===== config.mk =====
export PLATFORM = sky130hd
export DESIGN_NAME = flash_irq_regs
export DESIGN_NICKNAME = d
export VERILOG_FILES = /design/src/rtl/flash_irq_pkg.sv /design/src/rtl/fir_event_regs.sv /design/src/rtl/fir_cfg_regs.sv /design/src/rtl/flash_irq_regs.sv
export SDC_FILE = /design/constraint.sdc
export NUM_CORES = 1
export LEC_CHECK = 0
export CORE_AREA = 2 2 95 97
export DETAILED_ROUTE_END_ITERATION = 10
export DIE_AREA = 0 0 97 99
export PLACE_DENSITY = 0.67
export SYNTH_ARGS = -nofsm -noshare
export SYNTH_HDL_FRONTEND = slang
export SYNTH_SLANG_ARGS = --single-unit

===== constraint.sdc =====
create_clock -name clk -period 2.4 [get_ports clk]
set_input_delay 0.36 -clock clk [delete_from_list [all_inputs] [get_ports clk]]
set_output_delay 0.36 -clock clk [all_outputs]
set_load 0.02 [all_outputs]

===== src/rtl/flash_irq_pkg.sv =====
package flash_irq_pkg;
    localparam int DW = 16;

    localparam int INT_RST = 4;
    localparam int INT_MST = 15;
    localparam int ERR_CMD = 10;
    localparam int CFG_POL = 6;
    localparam int CFG_RDY = 7;
    localparam int CFG_RSV = 5;

    localparam logic [DW-1:0] CFG_RST  = 16'h40C0;
    localparam logic [DW-1:0] INT_COLD = 16'h8080;
    localparam logic [DW-1:0] INT_WARM = 16'h8010;

    typedef enum logic [1:0] {
        EV_RESET = 2'd0,
        EV_ERASE = 2'd1,
        EV_PROG  = 2'd2,
        EV_LOAD  = 2'd3
    } ev_kind_e;

    typedef enum logic [2:0] {
        RA_STATUS = 3'd0,
        RA_INT    = 3'd1,
        RA_CFG    = 3'd2,
        RA_CFG2   = 3'd3,
        RA_CMD    = 3'd4
    } reg_addr_e;

    typedef struct packed {
        logic [DW-1:0] intr;
        logic [DW-1:0] stat;
    } ev_state_t;

    typedef struct packed {
        logic [DW-1:0] cfg;
        logic [DW-1:0] cfg2;
        logic          rdy;
    } cfg_state_t;

    typedef struct packed {
        logic [DW-1:0] cmd;
        logic          strobe;
    } cmd_state_t;
endpackage


===== src/rtl/fir_event_regs.sv =====
module fir_event_regs
    import flash_irq_pkg::*;
(
    input  logic          clk,
    input  logic          rst_n,
    input  logic          warm_rst,
    input  logic          int_wr,
    input  logic [DW-1:0] wdata,
    input  logic          evt_valid,
    input  logic [1:0]    evt_kind,
    input  logic          evt_err,
    output logic [DW-1:0] int_q,
    output logic [DW-1:0] stat_q
);
    localparam int NERR = 4;

    ev_state_t r_d, r_q;

    always_comb begin
        r_d = r_q;
        if (int_wr) begin
            r_d.intr = r_q.intr & wdata;
            if (!r_d.intr[INT_MST]) begin
                r_d.stat[ERR_CMD +: NERR] = '0;
            end
        end
        if (evt_valid) begin
            r_d.intr[INT_MST] = 1'b1;
            r_d.intr[INT_RST + int'(evt_kind)] = 1'b1;
            if (evt_err) begin
                r_d.stat[ERR_CMD] = 1'b1;
                r_d.stat[ERR_CMD + int'(evt_kind)] = 1'b1;
            end
        end
        if (warm_rst) begin
            r_d.intr = INT_WARM;
            r_d.stat = '0;
        end
    end

    always_ff @(posedge clk or negedge rst_n) begin
        if (!rst_n) begin
            r_q.intr <= INT_COLD;
            r_q.stat <= '0;
        end else begin
            r_q <= r_d;
        end
    end

    assign int_q  = r_q.intr;
    assign stat_q = r_q.stat;

    assert_and_mask_R3: assert property (@(posedge clk) disable iff (!rst_n)
        int_wr && !evt_valid && !warm_rst |=> (int_q & ~$past(wdata)) == '0);

    assert_err_wipe_R4: assert property (@(posedge clk) disable iff (!rst_n)
        int_wr && !wdata[INT_MST] && !evt_valid && !warm_rst |=> stat_q[ERR_CMD +: NERR] == '0);

    assert_evt_master_R5: assert property (@(posedge clk) disable iff (!rst_n)
        evt_valid && !warm_rst |=> int_q[INT_MST]);

    assert_err_cmd_R6: assert property (@(posedge clk) disable iff (!rst_n)
        evt_valid && evt_err && !warm_rst |=> stat_q[ERR_CMD]);
endmodule


===== src/rtl/fir_cfg_regs.sv =====
module fir_cfg_regs
    import flash_irq_pkg::*;
(
    input  logic          clk,
    input  logic          rst_n,
    input  logic          warm_rst,
    input  logic          cfg_wr,
    input  logic          cfg2_wr,
    input  logic [DW-1:0] wdata,
    input  logic          int_master,
    output logic [DW-1:0] cfg_q,
    output logic [DW-1:0] cfg2_q,
    output logic          rdy,
    output logic          irq
);
    cfg_state_t r_d, r_q;

    always_comb begin
        r_d = r_q;
        if (cfg_wr) begin
            r_d.cfg = wdata;
            r_d.rdy = wdata[CFG_RDY];
        end
        if (cfg2_wr) begin
            r_d.cfg2 = wdata;
        end
        if (warm_rst) begin
            r_d.cfg  = CFG_RST;
            r_d.cfg2 = '0;
            r_d.rdy  = 1'b1;
        end
    end

    always_ff @(posedge clk or negedge rst_n) begin
        if (!rst_n) begin
            r_q.cfg  <= CFG_RST;
            r_q.cfg2 <= '0;
            r_q.rdy  <= 1'b1;
        end else begin
            r_q <= r_d;
        end
    end

    assign cfg_q  = r_q.cfg;
    assign cfg2_q = r_q.cfg2;
    assign rdy    = r_q.rdy;
    assign irq    = int_master ^ ~r_q.cfg[CFG_POL];

    assert_rdy_follow_R8: assert property (@(posedge clk) disable iff (!rst_n)
        cfg_wr && !warm_rst |=> rdy == $past(wdata[CFG_RDY]));
endmodule


===== src/rtl/flash_irq_regs.sv =====
module flash_irq_regs
    import flash_irq_pkg::*;
(
    input  logic          clk,
    input  logic          rst_n,
    input  logic          warm_rst,
    input  logic          bus_wr,
    input  logic [2:0]    bus_addr,
    input  logic [15:0]   bus_wdata,
    output logic [15:0]   bus_rdata,
    input  logic          evt_valid,
    input  logic [1:0]    evt_kind,
    input  logic          evt_err,
    output logic          irq,
    output logic          rdy,
    output logic          cmd_strobe,
    output logic [15:0]   cmd_code
);
    logic [DW-1:0] int_q, stat_q, cfg_q, cfg2_q;
    logic          wr_int, wr_cfg, wr_cfg2, wr_cmd;

    assign wr_int  = bus_wr && (bus_addr == RA_INT);
    assign wr_cfg  = bus_wr && (bus_addr == RA_CFG);
    assign wr_cfg2 = bus_wr && (bus_addr == RA_CFG2);
    assign wr_cmd  = bus_wr && (bus_addr == RA_CMD);

    fir_event_regs u_ev (
        .clk       (clk),
        .rst_n     (rst_n),
        .warm_rst  (warm_rst),
        .int_wr    (wr_int),
        .wdata     (bus_wdata),
        .evt_valid (evt_valid),
        .evt_kind  (evt_kind),
        .evt_err   (evt_err),
        .int_q     (int_q),
        .stat_q    (stat_q)
    );

    fir_cfg_regs u_cfg (
        .clk        (clk),
        .rst_n      (rst_n),
        .warm_rst   (warm_rst),
        .cfg_wr     (wr_cfg),
        .cfg2_wr    (wr_cfg2),
        .wdata      (bus_wdata),
        .int_master (int_q[INT_MST]),
        .cfg_q      (cfg_q),
        .cfg2_q     (cfg2_q),
        .rdy        (rdy),
        .irq        (irq)
    );

    cmd_state_t c_d, c_q;

    always_comb begin
        c_d = c_q;
        c_d.strobe = 1'b0;
        if (wr_cmd && !int_q[INT_MST]) begin
            c_d.cmd    = bus_wdata;
            c_d.strobe = 1'b1;
        end
        if (warm_rst) begin
            c_d.cmd    = '0;
            c_d.strobe = 1'b0;
        end
    end

    always_ff @(posedge clk or negedge rst_n) begin
        if (!rst_n) begin
            c_q.cmd    <= '0;
            c_q.strobe <= 1'b0;
        end else begin
            c_q <= c_d;
        end
    end

    assign cmd_strobe = c_q.strobe;
    assign cmd_code   = c_q.cmd;

    always_comb begin
        case (bus_addr)
            RA_STATUS: bus_rdata = stat_q;
            RA_INT:    bus_rdata = int_q;
            RA_CFG:    bus_rdata = {cfg_q[DW-1:CFG_RSV], {CFG_RSV{1'b0}}};
            RA_CFG2:   bus_rdata = cfg2_q;
            RA_CMD:    bus_rdata = c_q.cmd;
            default:   bus_rdata = '0;
        endcase
    end

    assert_cmd_gate_R9: assert property (@(posedge clk) disable iff (!rst_n)
        wr_cmd && int_q[INT_MST] && !warm_rst |=> !cmd_strobe && $stable(cmd_code));

    assert_irq_high_R7: assert property (@(posedge clk) disable iff (!rst_n)
        cfg_q[CFG_POL] && int_q[INT_MST] |-> irq);

    assert_irq_low_R7: assert property (@(posedge clk) disable iff (!rst_n)
        cfg_q[CFG_POL] && !int_q[INT_MST] |-> !irq);
endmodule


Yosys cells after proc, flatten, opt, wreduce, memory -nomap -nowiden

Index checks and enable logic that the tools add are counted.

Flip-flop bits (word level): 82
Word-level logic and storage cells: 57

Add/subtract/negate cells: 2
Magnitude comparators: 4
Equality and inequality tests: 4
Muxes and demuxes: 17
Bitwise operators: 5
Reduce and logical (&&, ||, !) cells: 16

Operator list:

| kind                | count |
|---|---|
| $pmux 16 s5         | 1 |
| $ge 32x1->1 const B | 2 |
| $lt 32x6->1 const B | 2 |
| $mux 16             | 4 |
| $mux 32             | 2 |
| $mux 17             | 2 |
| $mux 33             | 1 |
| $or 16x16->16       | 2 |
| $and 16x16->16      | 1 |
| $reduce_bool 2->1   | 5 |
| $demux 1 s4         | 2 |
| $mux 4              | 2 |
| $logic_and 1x1->1   | 7 |
| $eq 3x2->1 const B  | 2 |
| $add 4x2->5 const A | 1 |
| $add 3x2->4 const A | 1 |
| $eq 3x1->1 const B  | 1 |
| $eq 3x3->1 const B  | 1 |
| $logic_not 3->1     | 1 |
| $mux 1              | 3 |
| $reduce_bool 3->1   | 1 |
| $reduce_and 2->1    | 1 |
| $logic_not 1->1     | 1 |
| $not 1->1           | 1 |
| $xor 1x1->1         | 1 |

Longest topological paths before layout

Gate-level depths: netlist of the first run.

Word-level depth: 9
Mapped depth: 6
Gate-level depth less buffers: 3

By module

Synthesis of the first run repeated with hierarchy kept, for this count alone.

Cells, all modules: 302
Area total of the unflattened synthesis: 3437.0 um2

Modules (own cells, without submodules):

| module         | times used | cells each | area each (um2) |
|---|---|---|---|
| fir_cfg_regs   | 1          | 105        | 1341.3 |
| flash_irq_regs | 1          | 126        | 1233.7 |
| fir_event_regs | 1          | 71         | 862.1 |

Worst setup path before layout of the first run

Ideal clock, no wire load.

Path kind: input to output
From: input port bus_addr[2]
To: output port bus_rdata[12]
Arrival time: 1324 ps
Slack: 716 ps
Stages: 4
Buffers on the path: 2
Cells stage by stage: buf_4 -> clkbuf_1 -> nand2_1 -> o31ai_1

Word-level cells in the longest chain between the ends: 2

RTL lines:

| item                                     | line                 | source |
|---|---|---|
| from (decl)                              | flash_irq_regs.sv:8  | `input logic [2:0] bus_addr,` |
| $eq 3x3->1, or another cell as far along | flash_irq_regs.sv:82 | `case (bus_addr)` |
| $pmux 16 s5 (*)                          | flash_irq_regs.sv:82 |  |
| to (decl)                                | flash_irq_regs.sv:10 | `output logic [15:0] bus_rdata,` |

Mark *: on every way between the ends. The rest lies on a longest branch, timed or not.

Worst setup path after layout of the first run

From: input port bus_addr[1]
To: output port bus_rdata[7]

Same word-level chain as after synthesis.

==> flow_summary.yaml, run 1 <==
synth:
  synth_adder_area_share: 0
  synthFlopType: "dfrtp_1"
  seq_area_frac_synth: 0.483
  synth_cells: 332
  synth_edf_count: 0
  yosys_warnings: 0
  synth-simple-area-share: 0.230
  avgSynthCellArea_um2: 10.0
  synth-compound-area-share: 0.107
  ys_ff_latch: 64
  netlist_area_um2: 3330
  synth_fp_nets: 359
  synthMuxAreaShare: 0.133
  synth_top_family_by_area: "simple AND/OR/NAND/NOR gates"
  synth_xor_area_frac: 0.00263
  yosysUniqueCellTypes: 37
  async_reset_ff_frac: 1.00
detailed_routing:
  antenna_left: 0
  drt_pass1_iterations: 4
  drc_errors: 0
  vias_per_cell: 5.13
  drt_iter0_drc: 97
  finalWirelength_mm: 8.33
  wl_per_cell_um: 16.1
  vias: 2653
worst_setup_path:
  setup.worst_path.class: "primary input to output pin"
  reg2reg_from: "u_ev.int_q[15]$_DFFE_PN1P_"
  cp.arrival_ns: 1.92
  reg2reg_depth: 3
  critPathLaunchType: "primary input"
  cp_data_required_time_ns: 2.04
  reg2reg_to: "cmd_code[8]$_DFFE_PN0P_"
  cp_max_fo: 9
  end_kind: "output pin"
  reg2reg_slack_ns: 1.15
cts:
  clk_pin_slew_ns: 0.07
  cts_htree_levels: 3
  cts_tree: "built"
  cts_buffer_depth: 2
  cts-hold-fix-buffers: 0
  cts_root_buf: "clkbuf_8"
  insertion_delay_ns: 0.34
  cts_inserted_buffers: 9
  clock_sinks: 64
  post_cts_buffers: 0
sta:
  worst_pin_slew_ns: 0.601
  min_period_over_period: 0.952
  final.setup.worst_slack_ns: 0.115
  hold_viol_final: 0
  rsz0062_at_grt: "no"
  skew_ns: 0.0114
  hold-worst-slack_ns: 0.0170
  max-slew-margin-rel: 0.599
  setup_viol: 0
  slew_viol_final: 0
  fmax_mhz: 438
  period_needed_ns: 2.28
  finalSetupTns_ns: 0
place:
  gp_congestion: 0.771
  place_hpwl_mm: 6.10
  io_buffer_count: 61
  place_ws_ns: -0.263
  dpl_cell_area_um2: 4160
pwr:
  total_power_mw: 2.41
  p_per_area_nw_per_um2: 552
  leakagePower_nw: 1.88
  vdd_ir_drop_max_mv: 0.263
die:
  die_area_um2: 9600
  pin_count: 62
  dieHeight_um: 99
  rows: 34
  core-area_um2: 8550
  start_util: 0.390
  die_w_um: 97
global_route:
  grt_usage: 0.175
  grt_pass1_vias: 2567
  antenna_found_initial: 0
  grt_max_degree: 44
  grt_first_pass_wirelength_mm: 13.3
  grt-ovfl-total: 0
hold_path:
  hold_path.class: "primary input to async pin"
finish:
  fin_area_um2: 4360
  insertedDiodeCount: 0
  area_growth_pct: 31.0
  mostFrequentLayoutCells: "dfrtp_1, nand2_1, mux2i_1"
  nFillCells: 787
  layout_commonest_cell: "dfrtp_1"
  final_nets: 431
  layout-drive-gt1-share: 0.134
flow_run:
  drv_cap: 0
outcome:
  status: "finished clean"
worst max-delay path, cell delays in order:
cell and delay (ns):
clkdlybuf4s50_1 0.45, buf_12 0.16, nor3b_4 0.21, buf_4 0.18
o2bb2ai_1 0.12, a31o_2 0.11, dlygate4sd2_1 0.32
kinds of logic (layout without fill, tap and decap cells):
family | count (synthesis) | count (layout)
compound gates | 58 | 58
flops | 64 | 64
mux | 43 | 43
simple gates | 141 | 141
buf+inv | 25 | 102
xor+xnor | 1 | 1
metrics by stage:
stage / util / instances
detailed placement: 0.486 / 501
global placement: 0.486 / 501
floorplan: - / 332
global route: 0.510 / 517
finish: 0.510 / 517
CTS: 0.510 / 517
metal layers:
layer,up-vias,share of wire,track usage,routed length (um)
li1,1283,-,-,-
met1,1308,0.47,0.235,3880
met2,52,0.48,0.290,4020
met3,10,0.037,0.0284,306
met4,0,0.014,0.0618,118
met5,-,0,0,0
repair_timing:
item	4_1_cts	5_1_grt
hold endpoints to repair	0	0
endpoints found under the setup margin	16	1
pin swaps	0	0
gates resized for setup	18	1
final cells by class:
cell class	count	area, um2	area share
clock buffer	11	141	0.0324
clock inverter	5	80.1	0.0183
multi-input combinational	243	1580	0.361
sequential	64	1610	0.368
tap	108	135	0.0310
timing repair buffer	86	823	0.189
registers in the layout, summed over array words and instances (netlist names):
signal        cells
u_ev.int_q       16
u_cfg.cfg_q      11
u_ev.stat_q       4
cmd_strobe        1
cmd_code         16
u_cfg.cfg2_q     16
worst max-delay path by stage:
stage,depth (start not counted),slack [ns],start,end
after floorplan,4,0.72,bus_addr[2],bus_rdata[12]
after global placement,7,-0.23,bus_addr[0],bus_rdata[8]
after detailed placement,7,-0.26,bus_addr[0],bus_rdata[7]
after CTS,6,0.03,bus_addr[1],bus_rdata[13]
after global routing,7,0.02,bus_addr[1],bus_rdata[15]
final,7,0.12,bus_addr[1],bus_rdata[7]
cell usage after synthesis (2+ instances only):
master | n | area share
a211o_1 | 3 | 0.0079
a21oi_1 | 19 | 0.029
a31o_2 | 3 | 0.0079
and3b_1 | 2 | 0.0053
buf_1 | 3 | 0.0034
buf_2 | 6 | 0.0090
buf_4 | 4 | 0.0090
buf_6 | 2 | 0.0068
clkbuf_1 | 9 | 0.010
dfrtp_1 | 59 | 0.44
dfstp_2 | 5 | 0.039
mux2i_1 | 42 | 0.13
nand2_1 | 47 | 0.053
nand2b_1 | 35 | 0.066
nand3_1 | 4 | 0.0060
nand3b_1 | 5 | 0.011
nor2_1 | 23 | 0.026
nor2b_1 | 6 | 0.011
nor3b_1 | 12 | 0.027
o211ai_1 | 4 | 0.0090
o21a_1 | 3 | 0.0068
o21ai_0 | 19 | 0.029
o2bb2ai_1 | 3 | 0.0079
power breakdown:
part	switching, mW	internal [mW]	total [mW]
clock network	0.418	0.612	1.03
logic	0.148	0.125	0.273
registers	0.0102	1.10	1.11
(Power assumes the default switching activity.)
==> run 2: changes to the inputs <==
--- a/config.mk
+++ b/config.mk
@@ -5,6 +5,7 @@
 export SDC_FILE = /design/constraint.sdc
 export NUM_CORES = 1
 export LEC_CHECK = 0
+export ABC_CLOCK_PERIOD_IN_PS = 2400
 export CORE_AREA = 2 2 95 97
 export DETAILED_ROUTE_END_ITERATION = 10
 export DIE_AREA = 0 0 97 99
==> results of run 2 <==
The final DEF is identical to that of run 1; final timing and power are the same.
